**src/rtl/srt_pkg.sv**
```systemverilog
package srt_pkg;

    typedef enum logic [1:0] {
        ST_IDLE     = 2'd0,
        ST_SHIFT_IN = 2'd1,
        ST_WAIT_DIR = 2'd2,
        ST_SEND     = 2'd3
    } srt_state_e;

    // Word locations; the host software depends on these values.
    localparam int ADR_COUNT   = 0;
    localparam int ADR_ADJUST  = 2;
    localparam int ADR_GP_BASE = 4;

endpackage

```
**src/rtl/srt_sync.sv**
```systemverilog
module srt_sync #(
    parameter int WIDTH  = 3,
    parameter int STAGES = 2
) (
    input  logic             clk,
    input  logic             rst,
    input  logic [WIDTH-1:0] async_i,
    output logic [WIDTH-1:0] lvl_o
);
    genvar b;
    generate
        for (b = 0; b < WIDTH; b++) begin : g_bit
            logic [STAGES-1:0] chain;
            always_ff @(posedge clk) begin
                if (rst) begin
                    chain <= '0;
                end else begin
                    chain <= {chain[STAGES-2:0], async_i[b]};
                end
            end
            assign lvl_o[b] = chain[STAGES-1];
        end
    endgenerate
endmodule

```
**src/rtl/srt_frame_fsm.sv**
```systemverilog
module srt_frame_fsm
    import srt_pkg::*;
#(
    parameter int ADDR_W = 3,
    parameter int DATA_W = 32
) (
    input  logic              clk,
    input  logic              rst,
    input  logic              sclk_q,
    input  logic              sen_q,
    input  logic              sdi_q,
    input  logic [DATA_W-1:0] rd_data,
    output logic [ADDR_W-1:0] acc_addr,
    output logic [DATA_W-1:0] wr_data,
    output logic              wr_en,
    output logic              sclk_rise,
    output logic              sdo_o,
    output logic              ready_o
);
    localparam int FRAME_W = DATA_W + ADDR_W;
    localparam int CNT_W   = $clog2(FRAME_W + 2);
    localparam int OCNT_W  = $clog2(DATA_W);
    localparam logic [CNT_W-1:0]  CNT_WRITE = CNT_W'(FRAME_W);
    localparam logic [CNT_W-1:0]  CNT_READ  = CNT_W'(ADDR_W);
    localparam logic [CNT_W-1:0]  CNT_SAT   = CNT_W'(FRAME_W + 1);
    localparam logic [OCNT_W-1:0] OUT_LAST  = OCNT_W'(DATA_W - 1);

    srt_state_e         state, state_nx;
    logic               sclk_d;
    logic [CNT_W-1:0]   bit_cnt;
    logic [FRAME_W-1:0] in_sr;
    logic [DATA_W-1:0]  out_sr;
    logic [OCNT_W-1:0]  out_cnt;
    logic               sdo_q;
    logic               dir_edge, go_write, go_read;

    assign sclk_rise = sclk_q & ~sclk_d;
    assign dir_edge  = (state == ST_WAIT_DIR) && !sen_q && sclk_rise;
    assign go_write  = dir_edge && sdi_q && (bit_cnt == CNT_WRITE);
    assign go_read   = dir_edge && !sdi_q && (bit_cnt == CNT_READ);

    // State register
    always_ff @(posedge clk) begin
        if (rst) begin
            state <= ST_IDLE;
        end else begin
            state <= state_nx;
        end
    end

    // Transitions
    always_comb begin
        state_nx = state;
        unique case (state)
            ST_IDLE: begin
                if (sen_q) state_nx = ST_SHIFT_IN;
            end
            ST_SHIFT_IN: begin
                if (!sen_q) state_nx = ST_WAIT_DIR;
            end
            ST_WAIT_DIR: begin
                if (sen_q)        state_nx = ST_SHIFT_IN;
                else if (go_read) state_nx = ST_SEND;
                else if (sclk_rise) state_nx = ST_IDLE;
            end
            ST_SEND: begin
                if (sclk_rise && out_cnt == OUT_LAST) state_nx = ST_IDLE;
            end
            default: state_nx = ST_IDLE;
        endcase
    end

    // Frame datapath
    always_ff @(posedge clk) begin
        if (rst) begin
            sclk_d  <= 1'b0;
            bit_cnt <= '0;
            in_sr   <= '0;
            out_sr  <= '0;
            out_cnt <= '0;
            sdo_q   <= 1'b0;
        end else begin
            sclk_d <= sclk_q;
            unique case (state)
                ST_IDLE: begin
                    bit_cnt <= '0;
                end
                ST_SHIFT_IN: begin
                    if (sen_q && sclk_rise) begin
                        in_sr <= {in_sr[FRAME_W-2:0], sdi_q};
                        if (bit_cnt != CNT_SAT) bit_cnt <= bit_cnt + 1'b1;
                    end
                end
                ST_WAIT_DIR: begin
                    if (sen_q) begin
                        bit_cnt <= '0;
                    end else if (go_read) begin
                        out_sr  <= rd_data;
                        out_cnt <= '0;
                    end
                end
                ST_SEND: begin
                    if (sclk_rise) begin
                        sdo_q   <= out_sr[DATA_W-1];
                        out_sr  <= {out_sr[DATA_W-2:0], 1'b0};
                        out_cnt <= out_cnt + 1'b1;
                    end
                end
                default: ;
            endcase
        end
    end

    // Outputs
    always_comb begin
        acc_addr = in_sr[ADDR_W-1:0];
        wr_data  = in_sr[FRAME_W-1:ADDR_W];
        wr_en    = go_write;
        ready_o  = (state == ST_IDLE);
        sdo_o    = sdo_q;
    end
endmodule

```
**src/rtl/srt_regbank.sv**
```systemverilog
module srt_regbank
    import srt_pkg::*;
#(
    parameter int ADDR_W   = 3,
    parameter int DATA_W   = 32,
    parameter int GP_WORDS = 4
) (
    input  logic              clk,
    input  logic              rst,
    input  logic              tick_i,
    input  logic              wr_en,
    input  logic [ADDR_W-1:0] acc_addr,
    input  logic [DATA_W-1:0] wr_data,
    output logic [DATA_W-1:0] rd_data,
    output logic [DATA_W-1:0] cnt_val
);
    localparam logic [ADDR_W-1:0] A_CNT = ADDR_W'(ADR_COUNT);
    localparam logic [ADDR_W-1:0] A_ADJ = ADDR_W'(ADR_ADJUST);

    logic [DATA_W-1:0] cnt_q, adj_q;
    logic [DATA_W-1:0] gp_q [GP_WORDS];

    always_ff @(posedge clk) begin
        if (rst) begin
            cnt_q <= '0;
            adj_q <= '0;
        end else begin
            if (wr_en && acc_addr == A_CNT) cnt_q <= wr_data;
            else if (tick_i)                cnt_q <= cnt_q + 1'b1;
            if (wr_en && acc_addr == A_ADJ) adj_q <= wr_data;
        end
    end

    genvar g;
    generate
        for (g = 0; g < GP_WORDS; g++) begin : g_word
            localparam logic [ADDR_W-1:0] A_GP = ADDR_W'(ADR_GP_BASE + g);
            always_ff @(posedge clk) begin
                if (rst) begin
                    gp_q[g] <= '0;
                end else if (wr_en && acc_addr == A_GP) begin
                    gp_q[g] <= wr_data;
                end
            end
        end
    endgenerate

    always_comb begin
        rd_data = '0;
        if (acc_addr == A_CNT) rd_data = cnt_q;
        if (acc_addr == A_ADJ) rd_data = adj_q;
        for (int k = 0; k < GP_WORDS; k++) begin
            if (acc_addr == ADDR_W'(ADR_GP_BASE + k)) rd_data = gp_q[k];
        end
    end

    assign cnt_val = cnt_q;
endmodule

```
**src/rtl/rtc_serial_target.sv**
```systemverilog
module rtc_serial_target #(
    parameter int ADDR_W      = 3,
    parameter int DATA_W      = 32,
    parameter int GP_WORDS    = 4,
    parameter int SYNC_STAGES = 2
) (
    input  logic clk,
    input  logic rst,
    input  logic sclk_i,
    input  logic sen_i,
    input  logic sdi_i,
    input  logic tick_i,
    output logic sdo_o,
    output logic ready_o
);
    logic [2:0]        lines_q;
    logic [ADDR_W-1:0] acc_addr;
    logic [DATA_W-1:0] wr_data, rd_data, cnt_val;
    logic              wr_en, sclk_rise;

    srt_sync #(.WIDTH(3), .STAGES(SYNC_STAGES)) u_sync (
        .clk     (clk),
        .rst     (rst),
        .async_i ({sdi_i, sen_i, sclk_i}),
        .lvl_o   (lines_q)
    );

    srt_frame_fsm #(.ADDR_W(ADDR_W), .DATA_W(DATA_W)) u_fsm (
        .clk       (clk),
        .rst       (rst),
        .sclk_q    (lines_q[0]),
        .sen_q     (lines_q[1]),
        .sdi_q     (lines_q[2]),
        .rd_data   (rd_data),
        .acc_addr  (acc_addr),
        .wr_data   (wr_data),
        .wr_en     (wr_en),
        .sclk_rise (sclk_rise),
        .sdo_o     (sdo_o),
        .ready_o   (ready_o)
    );

    srt_regbank #(.ADDR_W(ADDR_W), .DATA_W(DATA_W), .GP_WORDS(GP_WORDS)) u_bank (
        .clk      (clk),
        .rst      (rst),
        .tick_i   (tick_i),
        .wr_en    (wr_en),
        .acc_addr (acc_addr),
        .wr_data  (wr_data),
        .rd_data  (rd_data),
        .cnt_val  (cnt_val)
    );
endmodule

```
**config.mk**
```make
export PLATFORM = sky130hd
export DESIGN_NAME = rtc_serial_target
export DESIGN_NICKNAME = d
export VERILOG_FILES = /design/src/rtl/srt_pkg.sv /design/src/rtl/srt_sync.sv /design/src/rtl/srt_frame_fsm.sv /design/src/rtl/srt_regbank.sv /design/src/rtl/rtc_serial_target.sv
export SDC_FILE = /design/constraint.sdc
export NUM_CORES = 1
export LEC_CHECK = 0
export CAP_MARGIN = 0
export CORE_UTILIZATION = 45
export DETAILED_ROUTE_END_ITERATION = 16
export GPL_TIMING_DRIVEN = 0
export PLACE_DENSITY = 0.65
export SYNTH_ARGS = -nofsm -noshare
export SYNTH_HDL_FRONTEND = slang
export SYNTH_SLANG_ARGS = --single-unit
export TNS_END_PERCENT = 100
```
**constraint.sdc**
```tcl
create_clock -name clk -period 5.6 [get_ports clk]
set_input_delay 1.4 -clock clk [delete_from_list [all_inputs] [get_ports clk]]
set_output_delay 1.4 -clock clk [all_outputs]
set_load 0.03 [all_outputs]
```
## Yosys cells after proc, flatten, opt, wreduce, memory -nomap -nowiden

Memories as Yosys holds them, arrays and structs flattened.
Index checks and enable logic that the tools add are counted.

- Bitwise logic cells: 6
- Add/sub/neg operators: 3
- Reductions and logical operators: 26
- Muxes and demuxes: 45
- Equal/unequal tests: 22

Operator list:

| operator | count |
|---|---|
| 32-bit 2-to-1 mux | 15 |
| 32-bit one-hot mux with 2 select lines | 1 |
| 32-bit by 1-bit adder with 32-bit output (second input constant) | 1 |
| 6-bit 2-to-1 mux | 3 |
| 6-bit one-hot mux with 3 select lines | 1 |
| 5-bit 2-to-1 mux | 3 |
| 1-bit logical AND | 14 |
| 1-bit 2-to-1 mux | 14 |
| 3-bit equality test (second input constant) | 4 |
| 2-bit 2-to-1 mux | 6 |
| 2-bit by 1-bit inequality test with 1-bit output (second input constant) | 6 |
| 4-bit AND reduction | 3 |
| 5-bit one-hot mux with 2 select lines | 1 |
| 2-bit one-hot mux with 4 select lines | 1 |
| 6-bit by 1-bit adder with 6-bit output (second input constant) | 1 |
| 6-bit by 2-bit equality test with 1-bit output (second input constant) | 1 |
| 6-bit equality test (second input constant) | 1 |
| 2-bit inequality test (second input constant) | 3 |
| 6-bit inequality test (second input constant) | 1 |
| 5-bit by 1-bit adder with 5-bit output (second input constant) | 1 |
| 5-bit equality test (second input constant) | 1 |
| 2-bit equality test (second input constant) | 2 |
| 4-bit by 2-bit inequality test with 1-bit output (second input constant) | 1 |
| 1-bit bitwise OR | 4 |
| 10 further kinds | 13 |

- Memories: 1
- Memory bits (writable): 128
- Logic and storage cells: 115
- Input port bits: 6
- Bits in registers: 152
- Output and inout port bits: 2

Memories:

| name | depth | bits a word | rd ports | clocked after Yosys merged registers in | wr ports | RTL line | source |
|---|---|---|---|---|---|---|---|
| u_bank.gp_q | 4 | 32 | 4 | 0 | 4 | srt_regbank.sv:21 | `logic [DATA_W-1:0] gp_q [GP_WORDS];` |

## Depth between registers and ports, before layout

- Word-level depth: 10
- Gate-level depth with buffers: 8
- Mapped depth without buffers: 8

## Modules after synthesis

From an unflattened synthesis, not the netlist that was laid out.

- Cell total of the unflattened synthesis: 1388
- Area total of the unflattened synthesis: 13255.2 um2

Modules (own cells, without submodules):

| module | times used | area an instance (um2) | seq. area each (um2) | cells an instance |
|---|---|---|---|---|
| srt_regbank | 1 | 9307.7 | 5124.9 | 964 |
| srt_frame_fsm | 1 | 3767.4 | 1641.6 | 409 |
| srt_sync | 1 | 180.2 | 120.1 | 15 |

## Worst setup path after synthesis

OpenSTA, ideal clock, no wires.

- Path type: input-to-reg
- Start: input port rst
- End: memory u_bank.gp_q[2][0] (enable)
- Buffers on the path: 2
- Cell stages on the path: 3
- Data arrival time: 2.781 ns
- Library setup time: 0.428 ns
- Slack: 2.391 ns
- Required time: 5.172 ns
- Path through: clkbuf_1 > clkbuf_1 > o21bai_1

RTL lines:

| what | RTL line | source |
|---|---|---|
| start, declared | rtc_serial_target.sv:8 | `input logic rst,` |
| end, declared | srt_regbank.sv:21 |  |

## Worst setup path after layout

- Start: input port rst
- End: register u_bank.adj_q[26]

RTL lines:

| what | RTL line | source |
|---|---|---|
| end signal, assigned | srt_regbank.sv:30 | `if (wr_en && acc_addr == A_ADJ) adj_q <= wr_data;` |
| end, declared | srt_regbank.sv:20 | `logic [DATA_W-1:0] cnt_q, adj_q;` |

No word-level cell between the ends.

==> results.cfg <==
[worst_hold_path]
hold_path.class = flop to flop

[timing]
tightest_slew_ns = 1.09
period_needed_ns = 3.79
finalClockSkew_ns = 0.0144
hold_viol_final = 0
finalCritPeriodShare = 0.677
tns_ns = 0
rsz0062_at_grt = no
fmax_mhz = 264
holdWs_ns = 0.447
relSlewSlack = 0.266
setup_viol = 0
drv_slew = 0

[floorplanning]
initial_utilization = 0.459
die_w_um = 168
dieArea_um2 = 28300
coreArea_um2 = 27000
placement_rows = 60
io_pins = 8
dieHeight_um = 168

[power]
ir_worst_vdd_mv = 0.254
powerDensity_nw_per_um2 = 313
p_clk_frac = 0.471
p_sw_frac = 0.206
power.internal_w = 0.00350
power_frac_seq = 0.497
total_leakage_power_nw = 4.85
power_frac_comb = 0.032
p_switching_w = 0.000909
p_total_w = 0.00441

[placement]
dp_cells = 1527
placedInstanceArea_um2 = 13100
place_hpwl_mm = 22.1
gp_congestion = 0.836
numPortBuffers = 7

[routing]
dr.pass1.iters = 7
antenna_left = 0
drt-vias-per-instance = 5.75
first_iter_violations = 912
routed_wirelength_mm = 32.6
wl_per_cell_um = 20.6
via_count = 9087
route.detailed.drc = 0

[logic_synthesis]
synth_edf_count = 128
synth_most_common_cell = nand2_1
async_reset_ff_frac = 0
syn_nets = 1186
synth_area_per_cell_um2 = 10.6
ys.flop_type = dfxtp_1
ys_types = 55
syn_area_um2 = 12400
synth_seq_area_share = 0.555
yosysTopAreaCell = edfxtp_1
ys_warn_count = 0
ys_ff_latch = 280
synth_top_area_frac = 0.310
synth_common_cells = nand2_1 (157), dfxtp_1 (152), and2_1 (129)
synthTopCellsByArea = edfxtp_1 (31%), dfxtp_1 (25%), and2_1 (6.5%), mux4_2 (5.6%), nand2_1 (4.7%)
syn_inst = 1175

[grt]
grt_pass1_wl_mm = 50.8
grt-ovfl-total = 0
grt_antenna_before_repair = 0
grt_pass1_vias = 8851
grt_usage = 0.234
grt_max_degree = 23

[clock_network]
cts_root_buffer = clkbuf_16
ctsResizeCount = 0
path_clk_slew_ns = 0.06
numCtsBuffers = 29
clk_latency_ns = 0.56
cts_tree = done
clkSinkCount = 280
ctsHtreeMaxLevel = 1
post_cts_buffers = 0
cts_hold_buf = 0
cts_buffer_depth = 3

[cells_and_area]
num_antenna_cells = 0
stdcell_area_um2 = 14100
fin_cells = 1581
finalNetCount = 1228
drive_above_1_share = 0.105
syn_to_final_growth_pct = 13.4

[run]
drv_cap = 0

[critical_path]
start_kind = input port
timing_worst_setup_path_type = input port to flop
path_max_fanout = 10
crit_start = rst
r2r_setup_slack_ns = 2.79
worst_ep_required_time_ns = 6.00
reg2reg_depth = 7
reg2reg_from = u_fsm.bit_cnt[1]
endpoint = u_bank.adj_q[26]
reg2reg_to = u_bank.gp_q[0][30]
cp-end-kind = flop
arrival_ns = 4.19

[status]
outcome = completed
==> cell families after synthesis <==
logic type,Yosys count,synth area share
xor+xnor,33,0.0233
compound gates,167,0.0834
simple gates,525,0.214
buf+inv,99,0.0350
mux,66,0.0846
fa+ha+maj,5,0.00504
flops,280,0.555
==> how the worst min path moves through the flow <==
stage                        startpoint                       end  slack [ns]  cells after the start
4_1_cts        u_sync.g_bit[1].chain[0]  u_sync.g_bit[1].chain[1]        0.45                      1
3_5_place_dp   u_sync.g_bit[1].chain[0]  u_sync.g_bit[1].chain[1]        0.43                      1
2_1_floorplan  u_sync.g_bit[0].chain[0]  u_sync.g_bit[0].chain[1]        0.41                      1
5_1_grt                 u_bank.adj_q[2]           u_bank.adj_q[2]        0.46                      2
6_report       u_sync.g_bit[2].chain[0]  u_sync.g_bit[2].chain[1]        0.45                      1
3_3_place_gp   u_sync.g_bit[1].chain[0]  u_sync.g_bit[1].chain[1]        0.43                      1
==> per-layer routing <==
metal	GRT usage	wire, um	part of all wire	up-vias
met4	0.0783	831	0.026	0
li1	-	-	-	4247
met1	0.315	13500	0.41	4428
met3	0.0294	2520	0.077	58
met2	0.393	15700	0.48	354
met5	0	0	0	-
==> placed cells by master (no fill, tap or decap), types with 16 or more instances in the layout <==
cell type,instances
clkbuf_1,56
o22ai_1,25
edfxtp_1,128
mux2i_1,34
mux4_2,31
dfxtp_1,152
nor4_1,26
nor2_1,126
xor2_1,24
and2_1,129
a211oi_1,33
nand4_1,16
nand2_1,157
clkbuf_16,29
nand3_1,16
a21oi_1,80
buf_2,20
==> state kept, by name, summed over array words and instances, names as in the netlist <==
name                count
u_bank.gp_q           128
u_fsm.in_sr            35
u_bank.adj_q           32
u_bank.cnt_val         32
u_fsm.out_sr           32
u_fsm.bit_cnt           6
u_sync.g_bit.chain      6
u_fsm.out_cnt           5
u_fsm.state             2
u_fsm.sclk_d            1
u_fsm.sdo_o             1
==> stage by stage <==
| stage | utilization | worst slack (ns) |
|---|---|---|
| after floorplan | - | 2.39 |
| after detailed placement | 0.483 | 1.30 |
| after global routing | 0.521 | 1.77 |
| after global placement | 0.478 | 0.371 |
| after CTS | 0.521 | 1.90 |
| final | 0.521 | 1.81 |
==> area by class of cell <==
| class | count | area, um2 |
|---|---|---|
| Fill cell | 2382 | 12900 |
| Sequential cell | 280 | 6890 |
| Multi-Input combinational cell | 796 | 5140 |
| Clock buffer | 39 | 803 |
| Tap cell | 341 | 427 |
| Buffer | 84 | 378 |
| Clock inverter | 15 | 225 |
| Timing Repair Buffer | 11 | 165 |
| Inverter | 15 | 56.3 |
==> power groups by stage <==
stage	clock network [W]	logic (W)	registers, W
5_1_grt	0.00219	0.000155	0.00219
6_report	0.00208	0.000142	0.00219
4_1_cts	0.00210	0.000142	0.00219
3_5_place_dp	0	0.000142	0.00223
3_3_place_gp	0	0.000130	0.00224
2_1_floorplan	0	0.0000860	0.00223
==> worst max-delay path, stage by stage <==
cell	delay, ns
clkdlybuf4s50_1	0.67
clkbuf_1	0.60
clkbuf_1	0.82
clkbuf_1	0.61
a21oi_1	0.09
(Power assumes the default switching activity.)
